## config.mk

```make
export PLATFORM = sky130hd
export DESIGN_NAME = frm_aligner
export DESIGN_NICKNAME = d
export VERILOG_FILES = /design/src/rtl/frm_align_pkg.sv /design/src/rtl/frm_pattern_det.sv /design/src/rtl/frm_pos_counter.sv /design/src/rtl/frm_sync_fsm.sv /design/src/rtl/frm_aligner.sv
export SDC_FILE = /design/constraint.sdc
export NUM_CORES = 1
export LEC_CHECK = 0
export BUFFER_PORTS_ARGS = -buffer_cell sky130_fd_sc_hd__buf_4
export CAP_MARGIN = 20
export CORE_MARGIN = 2
export CORE_UTILIZATION = 45
export DETAILED_ROUTE_END_ITERATION = 10
export GPL_TIMING_DRIVEN = 0
export PLACE_DENSITY = 0.72
export SYNTH_ARGS = -nofsm -noshare
export SYNTH_HDL_FRONTEND = slang
export SYNTH_HIERARCHICAL = 1
export SYNTH_SLANG_ARGS = --single-unit
```

## constraint.sdc

```tcl
create_clock -name clk -period 3.33 [get_ports clk]
set_input_delay 0.1665 -clock clk [delete_from_list [all_inputs] [get_ports clk]]
set_output_delay 0.1665 -clock clk [all_outputs]
set_load 0.005 [all_outputs]
```

## src/rtl/frm_align_pkg.sv

```systemverilog
package frm_align_pkg;

  typedef enum logic [1:0] {
    SYNC_HUNT    = 2'd0,
    SYNC_PRESYNC = 2'd1,
    SYNC_LOCKED  = 2'd2
  } sync_state_t;

  // Number of interleaved lanes carried for a given rate.
  function automatic int lanes_for(input logic rate3c, input int mult);
    return rate3c ? mult : 1;
  endfunction

  // Columns per row for a given rate.
  function automatic int cols_for(input logic rate3c, input int cols1, input int mult);
    return cols1 * lanes_for(rate3c, mult);
  endfunction

  // Column of the first byte after the marker.
  function automatic int post_marker_col(input logic rate3c, input int mult);
    return 2 * lanes_for(rate3c, mult);
  endfunction

endpackage

```

## src/rtl/frm_pattern_det.sv

```systemverilog
module frm_pattern_det
  import frm_align_pkg::*;
#(
  parameter int         MULT   = 3,
  parameter logic [7:0] A1_VAL = 8'hF6,
  parameter logic [7:0] A2_VAL = 8'h28
) (
  input  logic       clk,
  input  logic       rst_n,
  input  logic       byte_vld,
  input  logic [7:0] byte_in,
  input  logic       rate3c,
  output logic       hit
);
  localparam int HIST = 2 * MULT - 1;

  logic [7:0] hist_q [HIST];

  always_ff @(posedge clk) begin
    if (!rst_n) begin
      for (int k = 0; k < HIST; k++) hist_q[k] <= 8'h00;
    end else if (byte_vld) begin
      hist_q[0] <= byte_in;
      for (int k = 1; k < HIST; k++) hist_q[k] <= hist_q[k-1];
    end
  end

  // hist_q[0] is the newest stored byte; byte_in closes the marker.
  always_comb begin
    int  lanes;
    logic ok;
    lanes = lanes_for(rate3c, MULT);
    ok    = (byte_in == A2_VAL);
    for (int k = 0; k < HIST; k++) begin
      if (k < lanes - 1)          ok = ok & (hist_q[k] == A2_VAL);
      else if (k < 2 * lanes - 1) ok = ok & (hist_q[k] == A1_VAL);
    end
    hit = byte_vld & ok;
  end
endmodule

```

## src/rtl/frm_pos_counter.sv

```systemverilog
module frm_pos_counter
  import frm_align_pkg::*;
#(
  parameter int ROWS  = 9,
  parameter int COLS1 = 90,
  parameter int MULT  = 3,
  parameter int ROW_W = 4,
  parameter int COL_W = 9
) (
  input  logic             clk,
  input  logic             rst_n,
  input  logic             adv,
  input  logic             load,
  input  logic             rate3c,
  output logic [ROW_W-1:0] row_q,
  output logic [COL_W-1:0] col_q,
  output logic             at_check,
  output logic             at_c1
);
  logic [COL_W-1:0] last_col, first_col;

  always_comb begin
    last_col  = COL_W'(cols_for(rate3c, COLS1, MULT) - 1);
    first_col = COL_W'(post_marker_col(rate3c, MULT));
    at_check  = (row_q == '0) && (col_q == first_col - COL_W'(1));
    at_c1     = (row_q == '0) && (col_q == first_col);
  end

  always_ff @(posedge clk) begin
    if (!rst_n) begin
      row_q <= '0;
      col_q <= '0;
    end else if (load) begin
      row_q <= '0;
      col_q <= first_col;
    end else if (adv) begin
      if (col_q == last_col) begin
        col_q <= '0;
        row_q <= (row_q == ROW_W'(ROWS - 1)) ? '0 : row_q + ROW_W'(1);
      end else begin
        col_q <= col_q + COL_W'(1);
      end
    end
  end
endmodule

```

## src/rtl/frm_sync_fsm.sv

```systemverilog
module frm_sync_fsm
  import frm_align_pkg::*;
#(
  parameter int CONFIRM = 2,
  parameter int LOSS    = 4
) (
  input  logic        clk,
  input  logic        rst_n,
  input  logic        adv,
  input  logic        hit,
  input  logic        at_check,
  input  logic        rate_chg,
  output sync_state_t state_q,
  output logic        load,
  output logic        oof_q
);
  localparam int GW = $clog2(CONFIRM + 1);
  localparam int BW = $clog2(LOSS + 1);

  logic [GW-1:0] good_q;
  logic [BW-1:0] bad_q;
  logic check_now, ev_lock, ev_drop, ev_loss, ev_miss;

  always_comb begin
    load      = (state_q == SYNC_HUNT) && hit && !rate_chg;
    check_now = adv && at_check && (state_q != SYNC_HUNT) && !rate_chg;
    ev_lock   = (state_q == SYNC_PRESYNC) && check_now && hit &&
                ((good_q + GW'(1)) >= GW'(CONFIRM));
    ev_drop   = (state_q == SYNC_PRESYNC) && check_now && !hit;
    ev_miss   = (state_q == SYNC_LOCKED) && check_now && !hit;
    ev_loss   = ev_miss && ((bad_q + BW'(1)) >= BW'(LOSS));
  end

  always_ff @(posedge clk) begin
    if (!rst_n || rate_chg) begin
      state_q <= SYNC_HUNT;
      good_q  <= '0;
      bad_q   <= '0;
      oof_q   <= 1'b1;
    end else begin
      case (state_q)
        SYNC_HUNT: if (load) begin
          good_q  <= GW'(1);
          bad_q   <= '0;
          if (CONFIRM <= 1) begin
            state_q <= SYNC_LOCKED;
            oof_q   <= 1'b0;
          end else begin
            state_q <= SYNC_PRESYNC;
          end
        end
        SYNC_PRESYNC: begin
          if (ev_lock) begin
            state_q <= SYNC_LOCKED;
            oof_q   <= 1'b0;
            bad_q   <= '0;
          end else if (ev_drop) begin
            state_q <= SYNC_HUNT;
            good_q  <= '0;
          end else if (check_now) begin
            good_q  <= good_q + GW'(1);
          end
        end
        SYNC_LOCKED: begin
          if (ev_loss) begin
            state_q <= SYNC_HUNT;
            oof_q   <= 1'b1;
            bad_q   <= '0;
            good_q  <= '0;
          end else if (ev_miss) begin
            bad_q   <= bad_q + BW'(1);
          end else if (check_now) begin
            bad_q   <= '0;
          end
        end
        default: state_q <= SYNC_HUNT;
      endcase
    end
  end
endmodule

```

## src/rtl/frm_aligner.sv

```systemverilog
module frm_aligner
  import frm_align_pkg::*;
#(
  parameter logic [7:0] A1_BYTE        = 8'hF6,
  parameter logic [7:0] A2_BYTE        = 8'h28,
  parameter int         ROWS           = 9,
  parameter int         COLS_STS1      = 90,
  parameter int         STS3_MULT      = 3,
  parameter int         CONFIRM_FRAMES = 2,
  parameter int         LOSS_FRAMES    = 4,
  localparam int        ROW_W          = $clog2(ROWS),
  localparam int        COL_W          = $clog2(COLS_STS1 * STS3_MULT)
) (
  input  logic             clk,
  input  logic             rst_n,
  input  logic [7:0]       byte_in,
  input  logic             byte_vld,
  input  logic             rate_3c,
  output logic             sof,
  output logic [ROW_W-1:0] row_idx,
  output logic [COL_W-1:0] col_idx,
  output logic             in_frame,
  output logic             oof
);
  sync_state_t      sync_st;
  logic             rate_q, rate_chg, pat_hit, load_pos, oof_q;
  logic             at_check, at_c1, aligned;
  logic [ROW_W-1:0] pos_row;
  logic [COL_W-1:0] pos_col;

  always_ff @(posedge clk) begin
    if (!rst_n) rate_q <= 1'b0;
    else        rate_q <= rate_3c;
  end
  // After reset rate_q is 0, so a rate_3c held at 1 through reset costs one hunt restart.
  assign rate_chg = rst_n && (rate_3c != rate_q);

  frm_pattern_det #(
    .MULT(STS3_MULT), .A1_VAL(A1_BYTE), .A2_VAL(A2_BYTE)
  ) u_det (
    .clk(clk), .rst_n(rst_n), .byte_vld(byte_vld), .byte_in(byte_in),
    .rate3c(rate_3c), .hit(pat_hit)
  );

  frm_pos_counter #(
    .ROWS(ROWS), .COLS1(COLS_STS1), .MULT(STS3_MULT), .ROW_W(ROW_W), .COL_W(COL_W)
  ) u_pos (
    .clk(clk), .rst_n(rst_n), .adv(byte_vld), .load(load_pos), .rate3c(rate_3c),
    .row_q(pos_row), .col_q(pos_col), .at_check(at_check), .at_c1(at_c1)
  );

  frm_sync_fsm #(
    .CONFIRM(CONFIRM_FRAMES), .LOSS(LOSS_FRAMES)
  ) u_fsm (
    .clk(clk), .rst_n(rst_n), .adv(byte_vld), .hit(pat_hit), .at_check(at_check),
    .rate_chg(rate_chg), .state_q(sync_st), .load(load_pos), .oof_q(oof_q)
  );

  always_comb begin
    aligned  = (sync_st != SYNC_HUNT);
    row_idx  = aligned ? pos_row : '0;
    col_idx  = aligned ? pos_col : '0;
    sof      = byte_vld && aligned && at_c1 && !rate_chg;
    in_frame = (sync_st == SYNC_LOCKED);
    oof      = oof_q;
  end
endmodule

```

==> metrics.yaml <==
status: "finished clean"
grt_max_degree: 41
async_reset_ff_share_pct: 0
fin_area_um2: 3730
hold_violations: 0
p_leak_nw: 1.52
cp_slowest_cell: "or4bb_1"
r2r_slack_ns: 0.20
yosys_warnings: 6
start_kind: "register"
period_needed_ns: 3.13
fin_ws_ns: 0.205
rows: 30
ioPinCount: 28
yosysSeqAreaShare_pct: 51.2
sw_frac_of_total_pct: 23.1
vias: 2340
required_ns: 3.56
p_int_mw: 1.23
hp-start: "rate_3c"
report.final.setup_viol: 0
fp.coreArea_um2: 6830
ys.flop_type: "edfxtp_1"
seq_power_share_pct: 54.5
initial_utilization_pct: 47.0
antenna_found_initial: 0
drv_cap: 0
cp_max_fo: 7
rr_endpoint: "u_pos/col_q[6]"
placed_cells: 422
dpl-instance-area_um2: 3530
nNetsFinal: 359
port_buffers: 27
cts_max_level: 3
syn_nets: 321
slew_headroom_pct: 36.3
min_delay_path_depth: 2
place_ws_ns: 0.109
grt_util_all_layers_pct: 17.6
drcViolationCount: 0
cts_tree: "done"
power.share.clock_pct: 39.9
vias_per_cell: 5.34
cp_cell_sequence: "or4bb_1 > nor4_1 > nand4_1 > a21oi_2 > nand2b_1 > nor2_1 > nand2b_1 > nor2_1 > a31oi_1 > o21ai_0"
ys_ff_latch: 62
fin_crit_sh_pct: 93.9
drt_iter0_markers: 215
critPathMaxStageDelay_ns: 0.51
synthesis.instances: 299
gp_congestion: 0.859
holdPathEnd: "rate_q"
worst_pin_slew_ns: 0.955
final-instance-count-excl-fill: 438
power_density_nw_per_um2: 431
hold_path.class: "input pin to register"
ff2ff_path_depth: 10
power.total_mw: 1.61
clkTransAtPathRegs_ns: 0.07
final.setup_skew_ns: 0.00823
cts_sinks: 62
power_switching_uw: 370
die_width_um: 88.4
ant_nets: 0
antenna_cells: 0
arrival_ns: 3.36
end_kind: "register"
pwr-share-comb_pct: 5.6
ctsHoldBuffers: 0
syn_area_per_cell_um2: 10.7
ir_drop_uv: 301
die-area_um2: 7820
syn_area_um2: 3210
synth-edff-count: 40
gr-total-overflow: 0
layout-drive-gt1-share_pct: 17.3
cts.path.max_buffers: 2
area_growth_pct: 16.2
wl_um: 6190
dr.pass1.iters: 5
critPathKind: "register to register"
dp_hpwl_um: 4350
yosysUniqueCellTypes: 53
grt_pass1_wl_um: 10400
root_buffer: "clkbuf_8"
slew_viol_final: 0
timing.fmax_mhz: 320
reg2reg_from: "u_det/hist_q[0][24]"
wl_per_cell_um: 14.1
cts_buffers: 9
die_h_um: 88.4
clk_latency_ns: 0.34
grt_pass1_vias: 2203
==> worst max-delay path by stage <==
stage                        startpoint             end  cells after the start
global placement    u_det/hist_q[0][24]  u_pos/col_q[6]                     10
CTS                 u_det/hist_q[0][24]  u_pos/col_q[6]                     10
floorplan            u_det/hist_q[0][8]  u_pos/col_q[6]                     10
global route        u_det/hist_q[0][24]  u_pos/col_q[6]                     10
detailed placement  u_det/hist_q[0][24]  u_pos/col_q[6]                     10
finish              u_det/hist_q[0][24]  u_pos/col_q[6]                     10
==> cell usage after synthesis (all sizes together), types with 3 or more instances <==
cell     count  area (um^2)
o21ai        7         35.0
ha          10          125
dfxtp       22          440
mux2i        5         50.1
xor2         4         35.0
nor4         3         25.0
nand4bb      6         88.8
and3        44          277
nor2        14         60.1
nand3       10         50.1
xnor2        3         26.3
or3          4         30.0
buf          3         27.5
o31ai        3         22.5
inv         12         45.0
clkbuf      11         41.3
nor2b       18          113
nand2       24         90.1
nand2b       4         25.0
a21oi       10         50.1
edfxtp      40         1200
and2         3         18.8
nand4        8         50.1
==> power by group through the flow <==
stage	clock (mW)	sequential, mW	combinational [mW]
floorplan	0	0.884	0.0570
CTS	0.651	0.875	0.0902
detailed placement	0	0.892	0.0894
global placement	0	0.891	0.0868
finish	0.641	0.875	0.0895
global route	0.698	0.879	0.101
==> layout by cell type, fill, tap and decap left out, types with 8 or more instances in the layout <==
cell type  netlist  final
nand4_1          8      8
buf_4            0     27
edfxtp_1        40     40
clkbuf_1        11     12
nor2b_1         18     18
a21oi_1         10      9
ha_1            10     10
clkbuf_8         0      9
and3_1          43     43
inv_1           12     12
nand3_1         10     10
nor2_1          13     13
nand2_1         24     24
dfxtp_1         22     22
==> routing by layer <==
| layer | wire length [um] | GRT usage, % |
|---|---|---|
| met5 | 0 | 0 |
| met1 | 2850 | 23.5 |
| met3 | 299 | 3.26 |
| met2 | 2950 | 27.7 |
| met4 | 93 | 8.40 |
==> metrics by stage <==
stage	util [%]	hold slack (ns)	TNS, ns
final	54.6	0.140	0
after global routing	54.6	0.141	-0.0329
after CTS	54.5	0.139	0
after detailed placement	51.7	0.432	0
after global placement	51.7	0.430	0
after floorplan	-	0.288	0
==> logic make-up after synthesis <==
family	count (synthesis)	synth area share, %
DFF	62	51.2
AOI/OAI and AO/OA	33	7.02
muxes	5	1.56
and+or+nand+nor	156	30.9
adders and majority gates	10	3.90
buffers and inverters	26	3.55
xor gates and xnor gates	7	1.91
==> worst max-delay path, delay by kind of cell, from the launching register on <==
kind | cells | cell delay, ns
DFF | 1 | 0.38
AOI/OAI and AO/OA | 3 | 0.57
and+or+nand+nor | 7 | 2.06
==> cell type report <==
cell class	count	area, um^2
inverter	12	45.0
sequential	62	1640
clock buffer	10	128
tap	96	120
clock inverter	6	62.6
fill	634	3100
timing repair buffer	27	203
multi-input combinational	211	1460
buffer	14	68.8
==> timing repair <==
item | CTS | global route
gates resized for setup | 0 | 1
endpoints found under the setup margin | 0 | 6
buffers inserted | 0 | 0
==> state kept, by name (all words and copies together), names as in the netlist <==
name           cells
u_fsm/good_q       2
u_pos/row_q        4
u_fsm/state_q      2
rate_q             1
u_pos/col_q        9
u_fsm/bad_q        3
u_fsm/oof_q        1
u_det/hist_q      40
(Power assumes the default switching activity.)
